<file path="src/rtl/sgi_fanout_pkg.sv">
package sgi_fanout_pkg;

   localparam int unsigned REQ_W       = 64;
   localparam int unsigned AFF_W       = 32;
   localparam int unsigned LVL_W       = 8;
   localparam int unsigned UPPER_W     = AFF_W - LVL_W;
   localparam int unsigned TLIST_W     = 16;
   localparam int unsigned TLIST_IDX_W = $clog2(TLIST_W);
   localparam int unsigned INTID_W     = 4;

   // request word field positions
   localparam int unsigned TLIST_LSB = 0;
   localparam int unsigned AFF1_LSB  = 16;
   localparam int unsigned INTID_LSB = 24;
   localparam int unsigned AFF2_LSB  = 32;
   localparam int unsigned MODE_BIT  = 40;
   localparam int unsigned AFF3_LSB  = 48;

   typedef struct packed {
      logic [INTID_W-1:0] intid;
      logic               bcast;
      logic [TLIST_W-1:0] tlist;
      logic [UPPER_W-1:0] upper;   // {level3, level2, level1}
   } sgi_req_t;

   typedef enum logic [1:0] {
      ST_IDLE = 2'd0,
      ST_SCAN = 2'd1,
      ST_DONE = 2'd2
   } scan_state_e;

endpackage

</file>
<file path="src/rtl/sgi_req_decode.sv">
module sgi_req_decode
   import sgi_fanout_pkg::*;
(
   input  logic [REQ_W-1:0] word,
   output sgi_req_t         req
);

   always_comb begin
      req.intid = word[INTID_LSB +: INTID_W];
      req.bcast = word[MODE_BIT];
      req.tlist = word[TLIST_LSB +: TLIST_W];
      req.upper = {word[AFF3_LSB +: LVL_W],
                   word[AFF2_LSB +: LVL_W],
                   word[AFF1_LSB +: LVL_W]};
   end

endmodule

</file>
<file path="src/rtl/sgi_target_match.sv">
module sgi_target_match
   import sgi_fanout_pkg::*;
#(
   parameter int unsigned NUM_CPUS = 8,
   parameter int unsigned IDX_W    = 3
)(
   input  logic [NUM_CPUS*AFF_W-1:0]        cpu_aff,
   input  logic [UPPER_W-1:0]               upper_q,
   input  logic                             bcast_q,
   input  logic [IDX_W-1:0]                 sender_q,
   input  logic [TLIST_W-1:0]               mask_q,
   output logic [NUM_CPUS-1:0]              sel_vec,
   output logic [NUM_CPUS-1:0][TLIST_W-1:0] l0_hot
);

   for (genvar g = 0; g < NUM_CPUS; g++) begin : g_cpu
      logic [AFF_W-1:0] aff;
      logic [LVL_W-1:0] lvl0;
      logic             in_range;
      logic             upper_eq;

      assign aff      = cpu_aff[g*AFF_W +: AFF_W];
      assign lvl0     = aff[LVL_W-1:0];
      assign in_range = (lvl0 < LVL_W'(TLIST_W));
      assign upper_eq = (aff[AFF_W-1:LVL_W] == upper_q);
      assign l0_hot[g] = in_range ? (TLIST_W'(1) << lvl0[TLIST_IDX_W-1:0])
                                  : '0;
      assign sel_vec[g] = bcast_q ? (sender_q != IDX_W'(g))
                                  : (upper_eq && (|(l0_hot[g] & mask_q)));
   end

endmodule

</file>
<file path="src/rtl/sgi_scan_ctrl.sv">
module sgi_scan_ctrl
   import sgi_fanout_pkg::*;
#(
   parameter int unsigned NUM_CPUS = 8,
   parameter int unsigned IDX_W    = 3
)(
   input  logic                             clk,
   input  logic                             rst_n,
   input  logic                             req_valid,
   input  sgi_req_t                         req,
   input  logic [IDX_W-1:0]                 req_cpu,
   input  logic [NUM_CPUS-1:0]              sel_vec,
   input  logic [NUM_CPUS-1:0][TLIST_W-1:0] l0_hot,
   input  logic                             cmd_ready,
   output logic                             cmd_valid,
   output logic [IDX_W-1:0]                 cmd_cpu,
   output logic [INTID_W-1:0]               cmd_intid,
   output logic                             done,
   output logic                             busy,
   output logic [UPPER_W-1:0]               upper_q,
   output logic                             bcast_q,
   output logic [IDX_W-1:0]                 sender_q,
   output logic [TLIST_W-1:0]               mask_q
);

   localparam logic [IDX_W-1:0] LAST_IDX = IDX_W'(NUM_CPUS - 1);

   scan_state_e        state_q;
   logic [IDX_W-1:0]   idx_q;
   logic [INTID_W-1:0] intid_q;

   logic               cur_sel;
   logic               advance;
   logic [TLIST_W-1:0] mask_nxt;
   logic               finish;

   always_comb begin
      cur_sel  = sel_vec[idx_q];
      advance  = (state_q == ST_SCAN) && (!cur_sel || cmd_ready);
      mask_nxt = (cur_sel && !bcast_q) ? (mask_q & ~l0_hot[idx_q]) : mask_q;
      finish   = (idx_q == LAST_IDX) || (!bcast_q && (mask_nxt == '0));
   end

   always_ff @(posedge clk) begin
      if (!rst_n) begin
         state_q  <= ST_IDLE;
         idx_q    <= '0;
         intid_q  <= '0;
         bcast_q  <= 1'b0;
         mask_q   <= '0;
         upper_q  <= '0;
         sender_q <= '0;
      end else begin
         unique case (state_q)
            ST_IDLE: begin
               if (req_valid) begin
                  idx_q    <= '0;
                  intid_q  <= req.intid;
                  bcast_q  <= req.bcast;
                  mask_q   <= req.tlist;
                  upper_q  <= req.upper;
                  sender_q <= req_cpu;
                  state_q  <= (!req.bcast && (req.tlist == '0)) ? ST_DONE : ST_SCAN;
               end
            end
            ST_SCAN: begin
               if (advance) begin
                  mask_q <= mask_nxt;
                  if (finish) state_q <= ST_DONE;
                  else        idx_q   <= idx_q + IDX_W'(1);
               end
            end
            default: state_q <= ST_IDLE;
         endcase
      end
   end

   assign cmd_valid = (state_q == ST_SCAN) && cur_sel;
   assign cmd_cpu   = idx_q;
   assign cmd_intid = intid_q;
   assign done      = (state_q == ST_DONE);
   assign busy      = (state_q != ST_IDLE);


   stall_hold_chk: assert property (@(posedge clk) disable iff (!rst_n)
      (cmd_valid && !cmd_ready) |=> (cmd_valid && $stable(cmd_cpu) && $stable(cmd_intid)));


   done_pulse_chk: assert property (@(posedge clk) disable iff (!rst_n)
      done |=> (!done && !busy));


   req_frozen_chk: assert property (@(posedge clk) disable iff (!rst_n)
      busy |=> ($stable(intid_q) && $stable(bcast_q) && $stable(sender_q) && $stable(upper_q)));


   no_self_chk: assert property (@(posedge clk) disable iff (!rst_n)
      (cmd_valid && bcast_q) |-> (cmd_cpu != sender_q));


   bit_clear_chk: assert property (@(posedge clk) disable iff (!rst_n)
      (cmd_valid && cmd_ready && !bcast_q) |=> ((mask_q & $past(l0_hot[idx_q])) == '0));


   list_live_chk: assert property (@(posedge clk) disable iff (!rst_n)
      ((state_q == ST_SCAN) && !bcast_q) |-> (mask_q != '0));

endmodule

</file>
<file path="src/rtl/sgi_fanout.sv">
module sgi_fanout
   import sgi_fanout_pkg::*;
#(
   parameter  int unsigned NUM_CPUS = 8,
   localparam int unsigned IDX_W    = (NUM_CPUS > 1) ? $clog2(NUM_CPUS) : 1
)(
   input  logic                      clk,
   input  logic                      rst_n,
   input  logic                      req_valid,
   input  logic [63:0]               req_word,
   input  logic [IDX_W-1:0]          req_cpu,
   input  logic [NUM_CPUS*32-1:0]    cpu_aff,
   output logic                      cmd_valid,
   input  logic                      cmd_ready,
   output logic [IDX_W-1:0]          cmd_cpu,
   output logic [3:0]                cmd_intid,
   output logic                      done,
   output logic                      busy
);

   if (NUM_CPUS < 1) begin : g_bad_count
      $error("sgi_fanout: NUM_CPUS must be at least 1");
   end
   if (AFF3_LSB + LVL_W > REQ_W || MODE_BIT >= REQ_W) begin : g_bad_fields
      $error("sgi_fanout: request field layout exceeds word width");
   end
   if (TLIST_W != (1 << TLIST_IDX_W)) begin : g_bad_list
      $error("sgi_fanout: target list width must be a power of two");
   end

   sgi_req_t                         req;
   logic [UPPER_W-1:0]               upper_q;
   logic                             bcast_q;
   logic [IDX_W-1:0]                 sender_q;
   logic [TLIST_W-1:0]               mask_q;
   logic [NUM_CPUS-1:0]              sel_vec;
   logic [NUM_CPUS-1:0][TLIST_W-1:0] l0_hot;

   sgi_req_decode u_decode (
      .word (req_word),
      .req  (req)
   );

   sgi_target_match #(
      .NUM_CPUS (NUM_CPUS),
      .IDX_W    (IDX_W)
   ) u_match (
      .cpu_aff  (cpu_aff),
      .upper_q  (upper_q),
      .bcast_q  (bcast_q),
      .sender_q (sender_q),
      .mask_q   (mask_q),
      .sel_vec  (sel_vec),
      .l0_hot   (l0_hot)
   );

   sgi_scan_ctrl #(
      .NUM_CPUS (NUM_CPUS),
      .IDX_W    (IDX_W)
   ) u_ctrl (
      .clk       (clk),
      .rst_n     (rst_n),
      .req_valid (req_valid),
      .req       (req),
      .req_cpu   (req_cpu),
      .sel_vec   (sel_vec),
      .l0_hot    (l0_hot),
      .cmd_ready (cmd_ready),
      .cmd_valid (cmd_valid),
      .cmd_cpu   (cmd_cpu),
      .cmd_intid (cmd_intid),
      .done      (done),
      .busy      (busy),
      .upper_q   (upper_q),
      .bcast_q   (bcast_q),
      .sender_q  (sender_q),
      .mask_q    (mask_q)
   );

endmodule

</file>
<file path="config.mk">
export PLATFORM = sky130hd
export DESIGN_NAME = sgi_fanout
export DESIGN_NICKNAME = d
export VERILOG_FILES = /design/src/rtl/sgi_fanout_pkg.sv /design/src/rtl/sgi_req_decode.sv /design/src/rtl/sgi_target_match.sv /design/src/rtl/sgi_scan_ctrl.sv /design/src/rtl/sgi_fanout.sv
export SDC_FILE = /design/constraint.sdc
export NUM_CORES = 1
export LEC_CHECK = 0
export ABC_AREA = 1
export BUFFER_PORTS_ARGS = -buffer_cell sky130_fd_sc_hd__buf_2
export CELL_PAD_IN_SITES_DETAIL_PLACEMENT = 1
export CELL_PAD_IN_SITES_GLOBAL_PLACEMENT = 2
export CORE_UTILIZATION = 24
export CTS_CLUSTER_DIAMETER = 100
export DETAILED_ROUTE_END_ITERATION = 10
export PLACE_DENSITY_LB_ADDON = 0.1
export SLEW_MARGIN = 0
export SYNTH_ARGS = -nofsm -noshare
export SYNTH_HDL_FRONTEND = slang
export SYNTH_SLANG_ARGS = --single-unit
</file>
<file path="constraint.sdc">
create_clock -name clk -period 4.5 [get_ports clk]
set_clock_uncertainty 0.15 [all_clocks]
set_input_delay 1.35 -clock clk [delete_from_list [all_inputs] [get_ports clk]]
set_output_delay 1.35 -clock clk [all_outputs]
set_load 0.02 [all_outputs]
</file>
==> reports/results.txt <==
Outcome: complete, but fails checks
Failing checks: negative setup slack
Post-Syn Area per Cell: 5.722 um2
R2R Setup Slk: 0.48 ns
Worst-path maximum fanout: 3
WP data required: 3.00 ns
Final setup viols: 2
Core area: 0.03480 mm2
Post-Syn Instances: 1,491
Setup slack after layout: -0.1483 ns
Die Wd: 190.5 um
Worst-path clk slew: 0.07 ns
Area contributors post-synth: xnor2_1 (13%), dfxtp_1 (12%), nand3_1 (11%)
Synthesis-stage register bit count: 53
Clock latency on the worst-skew pair: 0.31 ns
FFs w/ async S/R, synth: 0%
Final hold vios: 0
Post-Syn Area: 0.008532 mm2
Row cnt: 68
Synth area leader: xnor2_1
Crit Path Class: in2out
Antenna viol nets, final: 0
Initial Util: 24.52%
Initial DRC Count: 427
Port-buffer cells: 317
Area Growth Syn to Fin: 52.24%
CP Cell Sequence: buf_2, nor2_4, buf_6, nand3_4, inv_2, nand2_2, nor2_2, nor2_1, nand2_1, nor2_2, nand2_2, nand2_2, nand2_1, nand2_1, nand3_2, nand3_2, a21oi_2, buf_4, buf_6
Area share of the largest cell type after synthesis: 12.63%
Total wire length: 46.70 mm
Slowest stage delay, CP: 0.19 ns
Routability congestion estimate: 0.8982
Leading cell type in the layout, fill and taps excluded: buf_2
DRC Markers: 0
VDD IR max: 0.1824 mV
TritonCTS buffer count: 5
Slowest cell on crit path: a21oi_2
Tcrit/Tclk final: 103.3%
Ys Warns: 0
DIE AREA: 0.03631 mm2
CTS tree: yes
CTS root buffer: clkbuf_16
Number of global-route vias before repair: 12,294
Hold buffer count at CTS: 0
Share of layout cells above drive strength 1: 38.31%
Sink Count: 53
Worst slew pin tran: 0.8766 ns
Post-synthesis sequential area ratio: 12.44%
Crit path DAT: 3.15 ns
Post-DP HPWL: 38.04 mm
Post-synth EDFFs: 0
Final min period: 4.648 ns
DRT Pass-1 Iters: 5
Startpoint types: input pin
RSZ-0062 raised after global routing: true
WL met3: 2.002 mm
CP top delay family: simple AND/OR/NAND/NOR gates
WP buf/inv: 5
Via density: 4.907
Syn nets: 1,820
Top_reg_cell synth: dfxtp_1
GRT Total Usage: 25.08%
Met2 wire length: 23.82 mm
Post-route cell area: 0.01299 mm2
H-tree levels: 2
P_leak: 0.005858 uW
Total I/O pin count: 337
Worst Hold Class: reg2reg
Placed insts: 2,412
Fmax: 0.2151 GHz
Most frequent cells in the layout: buf_2 (309), buf_4 (248), nand2_1 (221), nor2_1 (202), nand3_1 (163)
Fin nets: 2,309
Post-synth cell types: 41
Die height: 190.5 um
CTS max path bufs: 2
Initial antenna violation count: 8
Pwr/cell area: 283.4 mW/mm2
Largest net degree at the start of global routing: 53
Post-Layout Cell Count: 2,442
Grt total ovfl: 0
Avg WL per Cell: 19.12 um
Worst rel slew slack: 41.56%
Pre-CTS setup slack: -0.5118 ns
Metal1 wirelength: 19.39 mm
Slew Limit Fails: 0
Critical Path Sink Type: primary output
First-pass GRT wire length: 69.68 mm
Max_cap viols: 0
Post-DP Area: 0.01207 mm2
Via count: 11,984
DR top layer: met4
==> synthesized netlist by cell type, drive strengths merged, types with 21 or more instances <==
master  count
nor2      260
clkbuf     41
inv       109
nor3       68
o21ai      96
nand4      47
buf        50
dfxtp      53
xnor2     123
a21oi      52
nand3     195
nand2     248
xor2       50
o311ai     21
==> through the flow <==
step | utilization, % | TNS, ns | total power [uW] | hold slack (ns)
2_1_floorplan | - | 0 | 2058 | 0.3280
3_3_place_gp | 34.67 | -0.6615 | 3102 | 0.3120
3_5_place_dp | 34.67 | -0.8342 | 3142 | 0.3210
4_1_cts | 36.57 | -0.1623 | 3644 | 0.3392
5_1_grt | 37.32 | -0.9891 | 3942 | 0.3677
6_report | 37.33 | -0.1725 | 3681 | 0.3363
==> worst register-to-register path, delay by kind of cell (launching register included) <==
| family | cells | cell delay, ns |
|---|---|---|
| DFF | 1 | 0.69 |
| buffers and inverters | 6 | 0.76 |
| and+or+nand+nor | 20 | 1.85 |
| AOI/OAI and AO/OA | 2 | 0.34 |
| xor gates and xnor gates | 1 | 0.14 |
==> routing by layer <==
metal | GRT usage [%] | vias to the layer above
met4 | 10.15 | 0
met5 | 0 | -
li1 | - | 5953
met2 | 46.42 | 306
met3 | 2.852 | 66
met1 | 28.99 | 5659
==> area by class of cell <==
class	instances	area (um2)
repair buffers	573	3606
inverters	113	435.4
well taps	455	569.3
clock inverters	2	17.52
fillers	4710	21810
diodes	6	15.01
flip-flops and latches	53	1062
multi-input cells	1234	7144
clock buffers	6	138.9
==> worst paths after layout <==
path,cells after the start,end,start
hold reg to reg,2,u_ctrl.cmd_intid[3],u_ctrl.cmd_intid[3]
setup / recovery,19,cmd_valid,cpu_aff[198]
hold / removal,2,u_ctrl.cmd_intid[3],u_ctrl.cmd_intid[3]
setup reg to reg,29,u_ctrl.cmd_cpu[1],u_ctrl.upper_q[13]
==> what timing repair did <==
item / CTS / global route
pin swaps: 39 / 28
setup endpoints to repair: 1 / 6
setup buffers: 12 / 6
gates cloned: 0 / 0
resized for setup: 124 / 56
==> power breakdown <==
| group | total (uW) | internal [uW] | leakage, uW | switching, uW |
|---|---|---|---|---|
| clock | 424 | 225 | 0.0000775 | 199 |
| combinational | 2380 | 964 | 0.00534 | 1420 |
| sequential | 873 | 584 | 0.000440 | 290 |
| total | 3680 | 1770 | 0.00586 | 1910 |
==> sequential cells by signal, indices dropped and copies added (netlist names) <==
| register | cells |
|---|---|
| u_ctrl.cmd_cpu | 3 |
| u_ctrl.bcast_q | 1 |
| u_ctrl.mask_q | 16 |
| u_ctrl.state_q | 2 |
| u_ctrl.cmd_intid | 4 |
| u_ctrl.sender_q | 3 |
| u_ctrl.upper_q | 24 |
==> cell families (layout without fill, tap and decap cells) <==
family                     count (synthesis)  after routing  share of synthesized area (%)
and+or+nand+nor                          850            850                          44.96
AOI/OAI and AO/OA                        209            209                          14.30
buffers and inverters                    204            694                          10.25
xor gates and xnor gates                 173            173                          17.76
DFF                                       53             53                          12.44
adders and majority gates                  2              2                         0.2933
other                                      0              6                              0
(Power assumes the default switching activity.)
